$ cat config.mk
export PLATFORM = sky130hd
export DESIGN_NAME = spi_irq_status_unit
export DESIGN_NICKNAME = d
export VERILOG_FILES = /design/src/rtl/spi_irq_pkg.sv /design/src/rtl/spi_irq_level_eval.sv /design/src/rtl/spi_irq_status_bank.sv /design/src/rtl/spi_irq_mask_ctl.sv /design/src/rtl/spi_irq_status_unit.sv
export SDC_FILE = /design/constraint.sdc
export NUM_CORES = 1
export LEC_CHECK = 0
export ABC_AREA = 0
export BUFFER_PORTS_ARGS = -buffer_cell sky130_fd_sc_hd__buf_2
export CAP_MARGIN = 5
export CORE_MARGIN = 4
export CORE_UTILIZATION = 43
export CTS_CLUSTER_SIZE = 24
export DETAILED_ROUTE_END_ITERATION = 10
export GPL_TIMING_DRIVEN = 0
export PLACE_DENSITY = 0.77
export SETUP_SLACK_MARGIN = 0.02
export SLEW_MARGIN = 20
export SYNTH_ARGS = -nofsm -noshare
export SYNTH_HDL_FRONTEND = slang
export SYNTH_SLANG_ARGS = --single-unit
export TNS_END_PERCENT = 30
$ cat constraint.sdc
create_clock -name clk -period 1.6 [get_ports clk]
set_input_delay 0.32 -clock clk [delete_from_list [all_inputs] [get_ports clk]]
set_output_delay 0.32 -clock clk [all_outputs]
set_load 0.03 [all_outputs]
$ cat src/rtl/spi_irq_pkg.sv
package spi_irq_pkg;
  localparam int unsigned NUM_BITS = 7;
  localparam int unsigned SEL_W    = 3;

  localparam int unsigned BIT_TX_UNDER  = 6;
  localparam int unsigned BIT_RX_FULL   = 5;
  localparam int unsigned BIT_RX_LVL    = 4;
  localparam int unsigned BIT_TX_FULL   = 3;
  localparam int unsigned BIT_TX_LOW    = 2;
  localparam int unsigned BIT_MODE_FAIL = 1;
  localparam int unsigned BIT_RX_OVER   = 0;

  // event-latched bits; all others are recomputed from FIFO state
  localparam logic [NUM_BITS-1:0] STICKY_MASK = 7'b100_0011;

  typedef logic [NUM_BITS-1:0] irq_vec_t;

  typedef enum logic [SEL_W-1:0] {
    SEL_STATUS = 3'd0,
    SEL_SET_EN = 3'd1,
    SEL_CLR_EN = 3'd2,
    SEL_MASK   = 3'd3,
    SEL_TX_THR = 3'd4,
    SEL_RX_THR = 3'd5
  } reg_sel_e;
endpackage

$ cat src/rtl/spi_irq_level_eval.sv
module spi_irq_level_eval
  import spi_irq_pkg::*;
#(
  parameter int unsigned CNT_W = 6
) (
  input  logic [CNT_W-1:0] tx_count,
  input  logic [CNT_W-1:0] rx_count,
  input  logic             tx_full,
  input  logic             rx_full,
  input  logic [CNT_W-1:0] tx_thr,
  input  logic [CNT_W-1:0] rx_thr,
  output irq_vec_t         level
);
  always_comb begin
    level                = '0;
    level[BIT_RX_FULL]   = rx_full;
    level[BIT_RX_LVL]    = (rx_count >= rx_thr);
    level[BIT_TX_FULL]   = tx_full;
    level[BIT_TX_LOW]    = (tx_count < tx_thr);
  end
endmodule

$ cat src/rtl/spi_irq_status_bank.sv
module spi_irq_status_bank
  import spi_irq_pkg::*;
(
  input  logic     clk,
  input  logic     rst_n,
  input  logic     freeze,
  input  irq_vec_t level,
  input  irq_vec_t events,
  input  irq_vec_t clr,
  output irq_vec_t status_q,
  output irq_vec_t status_d
);
  for (genvar i = 0; i < NUM_BITS; i++) begin : g_bit
    if (STICKY_MASK[i]) begin : g_sticky
      // a fresh event outranks a clear in the same cycle
      always_comb begin
        if (!freeze && events[i]) status_d[i] = 1'b1;
        else if (clr[i])          status_d[i] = 1'b0;
        else                      status_d[i] = status_q[i];
      end
    end else begin : g_level
      always_comb begin
        if (clr[i])      status_d[i] = 1'b0;
        else if (freeze) status_d[i] = status_q[i];
        else             status_d[i] = level[i];
      end
    end
  end

  always_ff @(posedge clk) begin
    if (!rst_n) status_q <= '0;
    else        status_q <= status_d;
  end
endmodule

$ cat src/rtl/spi_irq_mask_ctl.sv
module spi_irq_mask_ctl
  import spi_irq_pkg::*;
(
  input  logic     clk,
  input  logic     rst_n,
  input  logic     set_en,
  input  logic     clr_en,
  input  irq_vec_t bits,
  output irq_vec_t mask_q,
  output irq_vec_t mask_d
);
  always_comb begin
    mask_d = mask_q;
    if (set_en) mask_d = mask_d | bits;
    if (clr_en) mask_d = mask_d & ~bits;
  end

  always_ff @(posedge clk) begin
    if (!rst_n) mask_q <= '0;
    else        mask_q <= mask_d;
  end
endmodule

$ cat src/rtl/spi_irq_status_unit.sv
module spi_irq_status_unit
  import spi_irq_pkg::*;
#(
  parameter int unsigned CNT_W  = 6,
  parameter int unsigned DATA_W = 32
) (
  input  logic              clk,
  input  logic              rst_n,
  input  logic              reg_wr,
  input  logic              reg_rd,
  input  logic [SEL_W-1:0]  reg_addr,
  input  logic [DATA_W-1:0] reg_wdata,
  output logic [DATA_W-1:0] reg_rdata,
  input  logic [CNT_W-1:0]  tx_count,
  input  logic [CNT_W-1:0]  rx_count,
  input  logic              tx_full,
  input  logic              rx_full,
  input  logic              ev_tx_underflow,
  input  logic              ev_rx_overflow,
  input  logic              ev_mode_fail,
  input  logic              lin_mode,
  output logic              irq
);
  localparam logic [CNT_W-1:0] THR_RST = CNT_W'(1);
  localparam int unsigned      PAD_ST  = DATA_W - NUM_BITS;
  localparam int unsigned      PAD_TH  = DATA_W - CNT_W;

  irq_vec_t         level, events, clr, wbits;
  irq_vec_t         status_q, status_d, mask_q, mask_d;
  logic [CNT_W-1:0] tx_thr_q, rx_thr_q;
  logic             wr_status, rd_status, wr_set, wr_clr, wr_txt, wr_rxt;
  logic             wdata_unused;

  assign wdata_unused = ^reg_wdata;
  assign wbits        = reg_wdata[NUM_BITS-1:0];

  assign wr_status = reg_wr && (reg_addr == SEL_STATUS);
  assign rd_status = reg_rd && (reg_addr == SEL_STATUS);
  assign wr_set    = reg_wr && (reg_addr == SEL_SET_EN);
  assign wr_clr    = reg_wr && (reg_addr == SEL_CLR_EN);
  assign wr_txt    = reg_wr && (reg_addr == SEL_TX_THR);
  assign wr_rxt    = reg_wr && (reg_addr == SEL_RX_THR);

  always_comb begin
    clr = '0;
    if (wr_status) clr = clr | wbits;
    if (rd_status) clr = '1;
  end

  always_comb begin
    events                = '0;
    events[BIT_TX_UNDER]  = ev_tx_underflow;
    events[BIT_MODE_FAIL] = ev_mode_fail;
    events[BIT_RX_OVER]   = ev_rx_overflow;
  end

  always_ff @(posedge clk) begin
    if (!rst_n) begin
      tx_thr_q <= THR_RST;
      rx_thr_q <= THR_RST;
    end else begin
      if (wr_txt) tx_thr_q <= reg_wdata[CNT_W-1:0];
      if (wr_rxt) rx_thr_q <= reg_wdata[CNT_W-1:0];
    end
  end

  spi_irq_level_eval #(.CNT_W(CNT_W)) u_level (
    .tx_count (tx_count),
    .rx_count (rx_count),
    .tx_full  (tx_full),
    .rx_full  (rx_full),
    .tx_thr   (tx_thr_q),
    .rx_thr   (rx_thr_q),
    .level    (level)
  );

  spi_irq_status_bank u_status (
    .clk      (clk),
    .rst_n    (rst_n),
    .freeze   (lin_mode),
    .level    (level),
    .events   (events),
    .clr      (clr),
    .status_q (status_q),
    .status_d (status_d)
  );

  spi_irq_mask_ctl u_mask (
    .clk    (clk),
    .rst_n  (rst_n),
    .set_en (wr_set),
    .clr_en (wr_clr),
    .bits   (wbits),
    .mask_q (mask_q),
    .mask_d (mask_d)
  );

  always_ff @(posedge clk) begin
    if (!rst_n)         irq <= 1'b0;
    else if (!lin_mode) irq <= |(mask_d & status_d);
  end

  always_comb begin
    case (reg_sel_e'(reg_addr))
      SEL_STATUS: reg_rdata = {{PAD_ST{1'b0}}, status_q};
      SEL_MASK:   reg_rdata = {{PAD_ST{1'b0}}, mask_q};
      SEL_TX_THR: reg_rdata = {{PAD_TH{1'b0}}, tx_thr_q};
      SEL_RX_THR: reg_rdata = {{PAD_TH{1'b0}}, rx_thr_q};
      default:    reg_rdata = '0;
    endcase
  end
endmodule

; Yosys cells after proc, flatten, opt, wreduce, memory -nomap -nowiden
; Cells that the tools add are included.
[totals]
register_bits = 27
input_bits = 57
output_inout_bits = 33
wordCells = 47
[classes]
magnitude_cmp = 2
n_eq_ne = 5
muxes = 19
n_bitwise = 4
n_reduce_logical = 12
[ops]
columns = op, n
row1 = $mux W7, 4
row2 = $pmux W7 S4, 1
row3 = $and A7 B7 Y7, 2
row4 = $mux W1, 14
row5 = $logic_and A1 B1 Y1, 9
row6 = $not A7 Y7, 1
row7 = $or A7 B7 Y7, 1
row8 = $reduce_or A7 Y1, 1
row9 = $eq A3 B2 Y1 const B, 2
row10 = $eq A3 B3 Y1 const B, 2
row11 = $ge A6 B6 Y1, 1
row12 = $lt A6 B6 Y1, 1
row13 = $eq A3 B1 Y1 const B, 1
row14 = $logic_not A3 Y1, 1
row15 = $logic_not A1 Y1, 1

; Logic depth before layout (Yosys ltp)
[logic_depth]
word_depth = 8
ltp_mapped = 8
mapped_depth_nobuf = 8

; Modules after synthesis
; A second synthesis with hierarchy kept.
[hier_totals]
cells_unflattened = 226
hier_area_um2 = 1938.1
[modules_own_cells]
columns = module, instances, cells_per_inst, area_per_inst_um2, seq_area_each_um2
row1 = spi_irq_status_unit, 1, 122, 1033.5, 260.2
row2 = spi_irq_status_bank, 1, 32, 327.8, 140.1
row3 = spi_irq_level_eval, 1, 42, 302.8, 0.0
row4 = spi_irq_mask_ctl, 1, 30, 274.0, 140.1

; Worst setup path before layout
; Ideal clock, no wire load.
[synth_path]
path_type = in2out
start = in reg_addr[0]
end = out reg_rdata[0]
arrival_time_ns = 1.505
required_time_ns = 1.280
slack_ns = -0.225
cell_stages = 4
path_buffers = 1
path_cell_list = buf_2 > nor2_1 > a22oi_1 > o21ai_0
[synth_between]
elab_chain_cells = 2
elab_cells_between_ends = 5
cone_classes = eq/ne (3) / mux (1) / reduce/logical (1)
[synth_lines]
columns = element, line
row1 = "start, declared", spi_irq_status_unit.sv:11  ; input logic [SEL_W-1:0] reg_addr,
row2 = $eq A3 B3 Y1 (tied with other cells), spi_irq_status_unit.sv:104  ; case (reg_sel_e'(reg_addr))
row3 = $pmux W7 S4 *, spi_irq_status_unit.sv:104
row4 = "end, declared", spi_irq_status_unit.sv:13  ; output logic [DATA_W-1:0] reg_rdata,
; Mark *: on every way between the ends. The rest lies on a longest branch, timed or not.

; Final worst setup path
[layout_path]
start = reg tx_thr_q[4]
end = reg irq
[layout_between]
elab_chain_cells = 5
[layout_lines]
columns = element, line
row1 = "start, declared", spi_irq_status_unit.sv:30  ; logic [CNT_W-1:0] tx_thr_q, rx_thr_q;
row2 = "start signal, assigned", spi_irq_status_unit.sv:62  ; if (wr_txt) tx_thr_q <= reg_wdata[CNT_W-1:0];
row3 = $lt A6 B6 Y1, spi_irq_level_eval.sv:19  ; level[BIT_TX_LOW] = (tx_count < tx_thr);
row4 = $mux W1, spi_irq_status_bank.sv:24  ; else if (freeze) status_d[i] = status_q[i];
row5 = $mux W1, spi_irq_status_bank.sv:23  ; if (clr[i]) status_d[i] = 1'b0;
row6 = $and A7 B7 Y7, spi_irq_status_unit.sv:100  ; else if (!lin_mode) irq <= |(mask_d & status_d);
row7 = $reduce_or A7 Y1, spi_irq_status_unit.sv:100
row8 = "end signal, assigned", spi_irq_status_unit.sv:100
row9 = "end, declared", spi_irq_status_unit.sv:22  ; output logic irq
; No other way between the ends.
; A chain may end at the register's enable or synchronous reset.

==> results by group <==
Synth
  • Mapped Cells: 240
  • Largest family of logic cells by synthesized area: simple AND/OR/NAND/NOR gates
  • Flops & latches, synth: 27
  • Synth Area per Inst: 8.14 um^2
  • Most common flop cell mapped by yosys: dfxtp_1
  • Post-Synth Simple-Gate Area: 22.3%
  • Post-synthesis sequential area ratio: 27.7%
  • Asr flop ratio synth: 0%
  • Number of flops mapped to enable cells by yosys: 0
  • Synthesized cell area: between 1500 and 2000 um^2
  • Post-synthesis adder-cell area fraction: 7.05%
  • Compound-cell area share of the yosys netlist: 19.0%
  • Synth unique cells: 40
  • Post-Synth XOR/XNOR Area: 0%
  • YS warnings: 0
  • Mux share of post-synthesis cell area: 8.39%

Pwr
  • Sw frac: 32.5%
  • Comb power frac: 30.7%
  • Psw: 524 uW
  • Register share of total power: 44.4%
  • Cell-internal power: 1090 uW
  • P_leak: 0.00116 uW
  • Max VDD drop: 0.288 mV
  • P per Cell Area: 619 nW/um^2
  • Clk pwr share: 24.9%

Setup path
  • CP arrival: between 1.5 and 2 ns
  • Largest stage delay on the critical path: 0.37 ns
  • Worst-path maximum fanout: 2
  • Endpoint type of the worst setup path: flip-flop
  • Crit-path cells: inv_2, ha_4, nand4_1, or3_1, o311a_1, a31oi_2, a31oi_1
  • Crit Path Class: reg2reg
  • CP max-delay cell: or3_1
  • Worst setup SP type: flip-flop
  • Worst r2r src: tx_thr_q[4]
  • Delay-heaviest family, CP: compound AO/OA/AOI/OAI gates
  • Required time worst endpoint: 1.76 ns
  • CP Launch Point: tx_thr_q[4]
  • Buffer and inverter count on the worst path: 1

Global route
  • First-pass GRT wire length: 8230 um
  • Total grt overflow: 0
  • Largest net degree at the start of global routing: 15
  • Initial antenna violation count: 0
  • Total track usage: roughly a fifth
  • Vias in the first global route: 1,779

STA
  • Min Tclk post-route: 1.71 ns
  • Setup ws final: -0.110 ns
  • Fmax: 0.585 GHz
  • Worst-Margin Slew: about 0.51 ns
  • Final Hold Vio Count: 0
  • Count of pins over their slew limit: 0
  • Final setup TNS: -0.310 ns
  • Final setup viols: 6
  • Fin crit share: 107%
  • Skew final: 0.00455 ns
  • Max_slew headroom: 66.2%
  • RSZ-0062 raised after global routing: yes

Clock tree
  • Clk Latency, worst-skew pair: between 0.2 and 0.3 ns
  • # hold bufs at CTS: 0
  • H-tree Lvls: 1
  • CTS Buf Count: 3
  • CTS tree: yes
  • Worst-case clock buffer depth: 2
  • Clock-pin slew on the worst setup and hold paths: 0.10 ns
  • CTS root buffer: clkbuf_8
  • CTS Sinks: 27

Placed design
  • Placed Instances: 354
  • Pre-CTS setup slack: -0.664 ns
  • Input/output buffers: 38
  • Post-DP Area: 2310 um^2
  • RePlAce Congestion: 0.916
  • DP Wirelength: 3960 um

Finish
  • Final std cells w/o fill: 368
  • Layout area overhead: 33.2%
  • Layout cells sized above 1: a little over a third
  • Most frequent cells in the layout: buf_4 (41), buf_2 (30), conb_1 (25)
  • Util after Layout: 59.3%
  • Commonest non-fill, non-tap cell in the layout: buf_4
  • Design Area, Final: 2600 um^2
  • Inserted Diodes: 0
  • Net count, final: 385

Flow run
  • MaxCap Viol Count: 0

Die
  • IO Count: 90
  • Die span in y: 75.4 um
  • DIE AREA: about 5700 um^2
  • Row count: 24
  • Die width: 75.4 um
  • Initial Utilization: about 45%
  • Core Footprint: around 4400 um^2

Routing
  • Post-route ant nets: 0
  • Initial DRC Count: 152
  • Routed WL: 5580 um
  • # DRC: 0
  • DRT Pass-1 Iters: 4
  • Per-cell routed wire length: 15.1 um
  • Vias per inst: 5.33
  • DR vias: roughly 2,000

Hold path
  • Hold_sp: reg_wdata[5]
  • HP Class: in2reg

Outcome
  • Failing checks: setup timing
  • Status: complete, but fails checks
-- power groups by stage --
stage	logic [uW]	registers, uW	clock network, uW
2_1_floorplan	308	728	0
3_3_place_gp	416	728	0
3_5_place_dp	421	729	0
4_1_cts	467	714	399
5_1_grt	534	718	423
6_report	494	715	400
-- cell usage after synthesis (5+ instances only) --
library cell	instances	area share (%)
dfxtp_1	27	28
buf_4	26	10
nand2_1	22	4.2
o21ai_0	18	4.6
inv_1	15	2.9
a21oi_1	14	3.6
nor2b_1	14	4.5
mux2i_1	13	6.7
ha_1	11	7.0
nor2_1	8	1.5
and2_1	6	1.9
buf_2	6	1.5
a22oi_1	5	1.9
-- worst paths after layout --
path                            cells after the start  slack (ns)                    to
worst max-delay path                                7       -0.11                   irq
worst min-delay path                                2        0.31  u_status.status_q[5]
worst max register to register                      7       -0.11                   irq
worst min register to register                      2        0.52           tx_thr_q[1]
-- logic make-up (layout without fill, tap and decap cells) --
kind of cell / after synthesis / after routing
simple gates: 75 / 75
mux: 16 / 16
flops: 27 / 27
other cells: 1 / 25
compound gates: 58 / 58
fa+ha+maj: 11 / 11
buf+inv: 52 / 104
-- repair_timing --
action                                  CTS  global route
pin swaps                                11             5
setup buffers                             9             0
resized for setup                        39            14
cloned                                    0             1
endpoints found under the setup margin    9             9
-- flip-flops by register name (all words and copies together) (netlist names) --
name and count:
irq 1, rx_thr_q 6, tx_thr_q 6, u_mask.mask_q 7, u_status.status_q 7
-- metal layers --
layer | up-vias | track usage [%] | share of wire, %
met2 | 110 | 33.3 | 47
li1 | 949 | - | -
met1 | 890 | 24.5 | 41
met5 | - | 0 | 0
met4 | 0 | 6.02 | 1.9
met3 | 13 | 1.98 | 10
-- through the flow --
step	total power, uW	hold slack [ns]
global placement	1140	0.494
floorplan	1040	0.416
finish	1610	0.313
CTS	1580	0.302
global route	1680	0.316
detailed placement	1150	0.504
-- layout make-up --
cell class	count	area (um^2)
Buffer	36	275
Timing Repair Buffer	48	310
Multi-Input combinational cell	185	1300
Clock buffer	4	45.0
Tap cell	52	65.1
Fill cell	386	1780
Sequential cell	27	546
Inverter	16	60.1
Note: power is estimated with default switching activity, not from simulation.
